--- config.mk ---
export PLATFORM = sky130hd
export DESIGN_NAME = pwr_evt_sci
export DESIGN_NICKNAME = d
export VERILOG_FILES = /design/src/rtl/pwrevt_pkg.sv /design/src/rtl/pwrevt_rst_sync.sv /design/src/rtl/pwrevt_bus_dec.sv /design/src/rtl/pwrevt_status_reg.sv /design/src/rtl/pwrevt_enable_reg.sv /design/src/rtl/pwr_evt_sci.sv
export SDC_FILE = /design/constraint.sdc
export NUM_CORES = 1
export LEC_CHECK = 0
export ABC_CLOCK_PERIOD_IN_PS = 800
export CAP_MARGIN = 15
export CORE_MARGIN = 3
export CORE_UTILIZATION = 28
export DETAILED_ROUTE_END_ITERATION = 12
export PLACE_DENSITY_LB_ADDON = 0.08
export RECOVER_POWER = 25
export SYNTH_ARGS = -nofsm -noshare
export SYNTH_HDL_FRONTEND = slang
export SYNTH_SLANG_ARGS = --single-unit
export TNS_END_PERCENT = 30
--- constraint.sdc ---
create_clock -name clk -period 0.8 [get_ports clk]
set_clock_uncertainty 0.15 [all_clocks]
set_input_delay 0.08 -clock clk [delete_from_list [all_inputs] [get_ports clk]]
set_output_delay 0.08 -clock clk [all_outputs]
set_load 0.01 [all_outputs]
--- src/rtl/pwrevt_pkg.sv ---
`timescale 1ns/1ps
package pwrevt_pkg;
  localparam int REG_W = 16;
  localparam int PWRBTN_BIT = 8;
  // status bits that a write-one may clear
  localparam logic [REG_W-1:0] STS_CLR_MASK = 16'h8710;
  // enable bits that a write may store
  localparam logic [REG_W-1:0] EN_WR_MASK = 16'h0120;
  // status/enable pairs that can raise the interrupt
  localparam logic [REG_W-1:0] SCI_PAIR_MASK = 16'h0721;

  function automatic logic sci_need(input logic [REG_W-1:0] sts,
                                    input logic [REG_W-1:0] en);
    return |(sts & en & SCI_PAIR_MASK);
  endfunction
endpackage

--- src/rtl/pwrevt_rst_sync.sv ---
`timescale 1ns/1ps
module pwrevt_rst_sync #(
  parameter int STAGES = 2
) (
  input  logic clk,
  input  logic rst_n,
  output logic rst_sync_n
);
  logic [STAGES-1:0] chain_q;

  always_ff @(posedge clk or negedge rst_n) begin
    if (!rst_n) chain_q <= '0;
    else        chain_q <= {chain_q[STAGES-2:0], 1'b1};
  end

  assign rst_sync_n = chain_q[STAGES-1];
endmodule

--- src/rtl/pwrevt_bus_dec.sv ---
`timescale 1ns/1ps
module pwrevt_bus_dec #(
  parameter int          ADDR_W    = 16,
  parameter int          CNT_W     = 3,
  parameter logic [15:0] BASE_ADDR = 16'h0400,
  parameter int          ACC_BYTES = 2
) (
  input  logic              valid_i,
  input  logic              write_i,
  input  logic [ADDR_W-1:0] addr_i,
  input  logic [CNT_W-1:0]  bytes_i,
  output logic              sts_wr_o,
  output logic              sts_rd_o,
  output logic              en_wr_o,
  output logic              en_rd_o,
  output logic              size_err_o
);
  localparam logic [ADDR_W-1:0] STS_ADDR = ADDR_W'(BASE_ADDR);
  localparam logic [ADDR_W-1:0] EN_ADDR  = ADDR_W'(BASE_ADDR + 16'd2);
  localparam logic [CNT_W-1:0]  GOOD_CNT = CNT_W'(ACC_BYTES);

  logic hit_sts, hit_en, size_ok;

  always_comb begin
    hit_sts    = valid_i && (addr_i == STS_ADDR);
    hit_en     = valid_i && (addr_i == EN_ADDR);
    size_ok    = (bytes_i == GOOD_CNT);
    sts_wr_o   = hit_sts && size_ok && write_i;
    sts_rd_o   = hit_sts && size_ok && !write_i;
    en_wr_o    = hit_en && size_ok && write_i;
    en_rd_o    = hit_en && size_ok && !write_i;
    size_err_o = (hit_sts || hit_en) && !size_ok;
  end
endmodule

--- src/rtl/pwrevt_status_reg.sv ---
`timescale 1ns/1ps
module pwrevt_status_reg
  import pwrevt_pkg::*;
(
  input  logic             clk,
  input  logic             rst_n,
  input  logic             clr_we_i,
  input  logic [REG_W-1:0] clr_data_i,
  input  logic             btn_i,
  output logic [REG_W-1:0] sts_q_o,
  output logic [REG_W-1:0] sts_d_o
);
  for (genvar i = 0; i < REG_W; i++) begin : g_bit
    localparam bit CAN_CLR = STS_CLR_MASK[i];
    localparam bit HAS_SET = (i == PWRBTN_BIT);
    logic bit_q, bit_d;

    always_comb begin
      bit_d = bit_q;
      if (CAN_CLR && clr_we_i && clr_data_i[i]) bit_d = 1'b0;
      if (HAS_SET && btn_i) bit_d = 1'b1;  // event beats clear
    end

    always_ff @(posedge clk or negedge rst_n) begin
      if (!rst_n) bit_q <= 1'b0;
      else        bit_q <= bit_d;
    end

    assign sts_q_o[i] = bit_q;
    assign sts_d_o[i] = bit_d;
  end

  AST_BTN_SETS_FLAG: assert property (@(posedge clk) disable iff (!rst_n)
    btn_i |=> sts_q_o[PWRBTN_BIT]);
  AST_TIMER_NOT_CLEARED: assert property (@(posedge clk) disable iff (!rst_n)
    !$fell(sts_q_o[0]));
  AST_GLOBAL_NOT_CLEARED: assert property (@(posedge clk) disable iff (!rst_n)
    !$fell(sts_q_o[5]));
  AST_CLEAR_LOSES_TO_EVENT: assert property (@(posedge clk) disable iff (!rst_n)
    (btn_i && clr_we_i && clr_data_i[PWRBTN_BIT]) |=> sts_q_o[PWRBTN_BIT]);
endmodule

--- src/rtl/pwrevt_enable_reg.sv ---
`timescale 1ns/1ps
module pwrevt_enable_reg
  import pwrevt_pkg::*;
(
  input  logic             clk,
  input  logic             rst_n,
  input  logic             we_i,
  input  logic [REG_W-1:0] wdata_i,
  output logic [REG_W-1:0] en_q_o,
  output logic [REG_W-1:0] en_d_o
);
  logic [REG_W-1:0] en_q;

  always_comb begin
    en_d_o = en_q;
    if (we_i) en_d_o = wdata_i & EN_WR_MASK;
  end

  always_ff @(posedge clk or negedge rst_n) begin
    if (!rst_n) en_q <= '0;
    else        en_q <= en_d_o;
  end

  assign en_q_o = en_q;

  AST_EN_RESERVED_ZERO: assert property (@(posedge clk) disable iff (!rst_n)
    (en_q & ~EN_WR_MASK) == '0);
endmodule

--- src/rtl/pwr_evt_sci.sv ---
`timescale 1ns/1ps
module pwr_evt_sci
  import pwrevt_pkg::*;
#(
  parameter int          ADDR_W    = 16,
  parameter int          DATA_W    = 32,
  parameter int          CNT_W     = 3,
  parameter logic [15:0] BASE_ADDR = 16'h0400
) (
  input  logic              clk,
  input  logic              rst_n,
  input  logic              io_valid,
  input  logic              io_write,
  input  logic [ADDR_W-1:0] io_addr,
  input  logic [CNT_W-1:0]  io_bytes,
  input  logic [DATA_W-1:0] io_wdata,
  output logic [DATA_W-1:0] io_rdata,
  output logic              io_err,
  input  logic              pwrbtn_pulse,
  output logic              sci_o
);
  localparam int PAD_W = DATA_W - REG_W;

  logic             rst_s_n;
  logic             sts_wr, sts_rd, en_wr, en_rd, size_err;
  logic [REG_W-1:0] sts_q, sts_d, en_q, en_d;
  logic [DATA_W-1:0] rdata_q, rdata_d;
  logic             err_q, sci_q, sci_d;

  pwrevt_rst_sync #(.STAGES(2)) u_rst (
    .clk(clk), .rst_n(rst_n), .rst_sync_n(rst_s_n));

  pwrevt_bus_dec #(
    .ADDR_W(ADDR_W), .CNT_W(CNT_W), .BASE_ADDR(BASE_ADDR), .ACC_BYTES(2)
  ) u_dec (
    .valid_i(io_valid), .write_i(io_write), .addr_i(io_addr), .bytes_i(io_bytes),
    .sts_wr_o(sts_wr), .sts_rd_o(sts_rd), .en_wr_o(en_wr), .en_rd_o(en_rd),
    .size_err_o(size_err));

  pwrevt_status_reg u_sts (
    .clk(clk), .rst_n(rst_s_n), .clr_we_i(sts_wr), .clr_data_i(io_wdata[REG_W-1:0]),
    .btn_i(pwrbtn_pulse), .sts_q_o(sts_q), .sts_d_o(sts_d));

  pwrevt_enable_reg u_en (
    .clk(clk), .rst_n(rst_s_n), .we_i(en_wr), .wdata_i(io_wdata[REG_W-1:0]),
    .en_q_o(en_q), .en_d_o(en_d));

  // next-state logic
  always_comb begin
    sci_d   = sci_need(sts_d, en_d);
    rdata_d = '0;
    if (sts_rd)     rdata_d = {{PAD_W{1'b0}}, sts_q};
    else if (en_rd) rdata_d = {{PAD_W{1'b0}}, en_q};
  end

  // registers
  always_ff @(posedge clk or negedge rst_s_n) begin
    if (!rst_s_n) begin
      rdata_q <= '0;
      err_q   <= 1'b0;
      sci_q   <= 1'b0;
    end else begin
      rdata_q <= rdata_d;
      err_q   <= size_err;
      if (sci_d != sci_q) sci_q <= sci_d;  // level change only
    end
  end

  assign io_rdata = rdata_q;
  assign io_err   = err_q;
  assign sci_o    = sci_q;

  AST_SCI_NEEDS_ARMED_PAIR: assert property (@(posedge clk) disable iff (!rst_s_n)
    sci_q |-> (|(sts_q & en_q & SCI_PAIR_MASK)));
  AST_SCI_LOW_WHEN_DISARMED: assert property (@(posedge clk) disable iff (!rst_s_n)
    (!sci_q) |-> ((sts_q & en_q & SCI_PAIR_MASK) == '0));
  AST_SIZE_ERR_NO_WRITE: assert property (@(posedge clk) disable iff (!rst_s_n)
    (size_err && !pwrbtn_pulse) |=> ($stable(sts_q) && $stable(en_q)));
  AST_ERR_GIVES_ZERO_DATA: assert property (@(posedge clk) disable iff (!rst_s_n)
    io_err |-> (io_rdata == '0));
  AST_READ_ZERO_EXTENDED: assert property (@(posedge clk) disable iff (!rst_s_n)
    io_rdata[DATA_W-1:REG_W] == '0);
endmodule

==> metrics.txt <==
# TYPE chip_impl_metric gauge
chip_impl_metric{name="worst_slack",unit="ns"} -0.600
chip_impl_metric{name="slew_violations",unit=""} 0
chip_impl_info{name="slowest_stage",value="sky130_fd_sc_hd__or4_4"} 1
chip_impl_metric{name="cellLeakagePower",unit="nW"} 0.774
chip_impl_metric{name="grt_start_max_net_pins",unit=""} 17
chip_impl_metric{name="clk_latency",unit="ns"} 0.24
chip_impl_info{name="cts_tree",value="done"} 1
chip_impl_metric{name="power.ir.vdd_worst",unit="V"} 0.000507
chip_impl_metric{name="via_count_of_the_first_global_routing_pass",unit=""} 823
chip_impl_metric{name="drt.antenna.violating_nets",unit=""} 0
chip_impl_metric{name="fmax",unit="MHz"} 715
chip_impl_metric{name="number_of_antenna_violations_at_the_first_check_in_global_routing",unit=""} 0
chip_impl_metric{name="final-setup-viol-count",unit=""} 23
chip_impl_metric{name="ctsLongestPathBuffers",unit=""} 2
chip_impl_metric{name="gr-usage-met2",unit=""} 0.183
chip_impl_metric{name="powerDensity",unit="nW/um^2"} 1200
chip_impl_metric{name="synth_enable_flop_cells",unit=""} 0
chip_impl_metric{name="cp_data_required_time",unit="ns"} 0.84
chip_impl_metric{name="routedWlPerCell",unit="um"} 11.3
chip_impl_metric{name="fp.coreArea",unit="sq um"} 3470
chip_impl_metric{name="max_stage_delay",unit="ns"} 0.56
chip_impl_info{name="violations",value="negative hold slack, negative setup slack"} 1
chip_impl_metric{name="drcViolationCount",unit=""} 0
chip_impl_metric{name="cp.arrival",unit="ns"} 1.44
chip_impl_info{name="grt_setup_unrepaired",value="yes"} 1
chip_impl_metric{name="portBuffers",unit=""} 35
chip_impl_metric{name="number_of_cells_on_the_worst_reg_to_reg_path",unit=""} 3
chip_impl_metric{name="global_route.usage.met3",unit=""} 0.0200
chip_impl_info{name="root_cell_of_the_clock_tree",value="sky130_fd_sc_hd__clkbuf_8"} 1
chip_impl_metric{name="post_synth.cell_area_avg",unit="sq um"} 10.6
chip_impl_metric{name="ys_warn_count",unit=""} 0
chip_impl_metric{name="final_stage_net_count",unit=""} 211
chip_impl_metric{name="ys_seq_elements",unit=""} 18
chip_impl_info{name="grt_busiest_layer",value="met2"} 1
chip_impl_info{name="result_of_the_run",value="complete, but fails checks"} 1
chip_impl_metric{name="synthDistinctLibCells",unit=""} 30
chip_impl_metric{name="syn-cell-area",unit="sq um"} 1050
chip_impl_metric{name="post-place-ws",unit="ns"} -1.26
chip_impl_metric{name="synth.top_cell.area_share",unit=""} 0.429
chip_impl_metric{name="row_count",unit=""} 21
chip_impl_metric{name="top_level_ports",unit=""} 90
chip_impl_info{name="crit_type",value="input pin to flip-flop"} 1
chip_impl_metric{name="max_cap_viol_count",unit=""} 0
chip_impl_metric{name="initial_core_util",unit=""} 0.303
chip_impl_metric{name="worst_setup_hold_path_clk_slew",unit="ns"} 0.06
chip_impl_metric{name="half_perimeter_wire_length_after_placement",unit="um"} 1850
chip_impl_metric{name="global_route.usage.met1",unit=""} 0.128
chip_impl_metric{name="grt_first_pass_wirelength",unit="um"} 3630
chip_impl_metric{name="vias_per_cell",unit=""} 4.12
chip_impl_info{name="leading_cell_types_in_the_layout_fill_and_taps_excluded",value="sky130_fd_sc_hd__conb_1, sky130_fd_sc_hd__dfrtp_1, sky130_fd_sc_hd__buf_4, sky130_fd_sc_hd__buf_2, sky130_fd_sc_hd__clkbuf_2"} 1
chip_impl_metric{name="seq_area_frac_synth",unit=""} 0.429
chip_impl_info{name="worst_r2r_endpoint",value="sci_o"} 1
chip_impl_metric{name="cts_made_buffers",unit=""} 3
chip_impl_metric{name="timing.hold.ws",unit="ns"} -0.0871
chip_impl_metric{name="final-hold-violation-count",unit=""} 2
chip_impl_metric{name="fill_cells",unit=""} 357
chip_impl_metric{name="syn-instance-count",unit=""} 99
chip_impl_metric{name="drt_first_pass_iters",unit=""} 4
chip_impl_metric{name="dieArea",unit="sq um"} 4520
chip_impl_metric{name="grt_overflow",unit=""} 0
chip_impl_metric{name="grt_util_all_layers",unit=""} 0.108
chip_impl_info{name="timing.critical_path.from_type",value="input pin"} 1
chip_impl_info{name="min-delay-path-class",value="input pin to asynchronous set/reset pin"} 1
chip_impl_metric{name="finalCriticalPeriod",unit="ns"} 1.40
chip_impl_metric{name="area_growth_from_synthesis_to_final_layout",unit="%"} 44.4
chip_impl_info{name="cp_cell_sequence",value="buf_6, or4_4, buf_6, or4_4, nand3_2"} 1
chip_impl_info{name="synth.top_cells.by_area",value="sky130_fd_sc_hd__dfrtp_1, sky130_fd_sc_hd__buf_4, sky130_fd_sc_hd__nor4_4, sky130_fd_sc_hd__mux2i_1, sky130_fd_sc_hd__mux2_4"} 1
chip_impl_info{name="critical_path_capture_point_type",value="flip-flop"} 1
chip_impl_info{name="synth_largest_area_cell",value="sky130_fd_sc_hd__dfrtp_1"} 1
chip_impl_metric{name="drive_above_1_share",unit=""} 0.405
chip_impl_metric{name="seq_area",unit="sq um"} 450
chip_impl_metric{name="worst_r2r_setup_slack",unit="ns"} -0.43
chip_impl_metric{name="routed-via-count",unit=""} 819
chip_impl_info{name="layout_commonest_cell",value="sky130_fd_sc_hd__conb_1"} 1
chip_impl_metric{name="dieWidth",unit="um"} 67.3
chip_impl_metric{name="totalPowerFinal",unit="W"} 0.00182
chip_impl_info{name="rr_startpoint",value="u_sts.g_bit[8].bit_q"} 1
chip_impl_metric{name="dr.first_iter.drc_count",unit=""} 21
chip_impl_metric{name="cp_max_fo",unit=""} 3
chip_impl_metric{name="htree_num_levels",unit=""} 1
chip_impl_metric{name="total_clock_sinks",unit=""} 18
chip_impl_metric{name="gp_routability_congestion",unit=""} 0.748
chip_impl_metric{name="antennaDiodeCount",unit=""} 0
chip_impl_metric{name="die_h",unit="um"} 67.3
chip_impl_metric{name="wl",unit="um"} 2250
chip_impl_metric{name="final.period_utilization",unit=""} 1.75
chip_impl_metric{name="area_of_the_multi_input_gates",unit="sq um"} 541
chip_impl_info{name="main_flop_type_after_synthesis",value="sky130_fd_sc_hd__dfrtp_1"} 1
chip_impl_metric{name="synth-async-reset-ratio",unit=""} 1.00
chip_impl_metric{name="final_core_utilization",unit=""} 0.438
worst max path at each step:
stage,depth (start not counted),end,start
floorplan,4,u_en.en_q_o[5],io_addr[3]
global placement,6,u_en.en_q_o[4],io_addr[9]
detailed placement,6,u_en.en_q_o[10],io_addr[9]
CTS,5,u_en.en_q_o[10],io_addr[6]
global route,6,u_en.en_q_o[9],io_addr[11]
finish,5,sci_o,io_addr[6]
power by group:
part / internal, W / switching [W] / total [W]
sequential: 0.000915 / 0.000000988 / 0.000916
combinational: 0.000143 / 0.000158 / 0.000302
clock: 0.000333 / 0.000265 / 0.000598
total: 0.00139 / 0.000424 / 0.00182
critical path, delay by kind of cell:
kind	cells	cell delay, ns
buf+inv	2	0.23
simple gates	3	1.12
cell families (layout without fill, tap and decap cells):
kind of cell / count (synthesis) / after routing / synth area share
buf+inv: 31 / 59 / 0.207
mux: 6 / 6 / 0.0667
flops: 18 / 18 / 0.429
other cells: 2 / 28 / 0.00715
compound gates: 10 / 10 / 0.0631
simple gates: 32 / 32 / 0.227
synthesized netlist by cell type (all sizes together) (3+ instances only):
cell type and count:
and2b 3, a21boi 3, nor2 6, inv 3, nor4 4, buf 27
dfrtp 18, mux2i 4, nand2 3, nand3 5
flip-flops by register name, indices dropped and copies added, names as in the netlist:
signal,cells
sci_o,1
io_err,1
u_sts.g_bit.bit_q,4
u_en.en_q_o,5
u_rst.chain_q,2
io_rdata,5
what timing repair did:
action | CTS | global route
pin swaps | 13 | 7
hold endpoints to repair | 2 | 2
gates resized for setup | 80 | 32
buffers inserted | 3 | 3
setup endpoints to repair | 23 | 23
cloned | 0 | 0
cell type report:
cell class                      instances  share of cell area
Inverter                                3             0.00742
Multi-Input combinational cell         76               0.356
Tap cell                               46              0.0379
Sequential cell                        18               0.297
Timing Repair Buffer                   53               0.275
Clock buffer                            3              0.0272
metal layers:
layer / vias to the layer above / part of all wire
li1: 397 / -
met1: 382 / 0.40
met2: 38 / 0.50
met3: 2 / 0.088
met4: 0 / 0.012
met5: - / 0
stage by stage:
| stage | instance area (sq um) | cells | TNS (ns) | hold WS (ns) |
|---|---|---|---|---|
| floorplan | 1160 | 125 | -7.94 | -0.366 |
| global placement | 1460 | 190 | -18.84 | 0.0376 |
| detailed placement | 1460 | 190 | -19.45 | 0.0413 |
| CTS | 1500 | 196 | -9.74 | -0.159 |
| global route | 1520 | 199 | -9.96 | -0.0863 |
| finish | 1520 | 199 | -8.85 | -0.0871 |
Power figures use the tool's default switching activity.
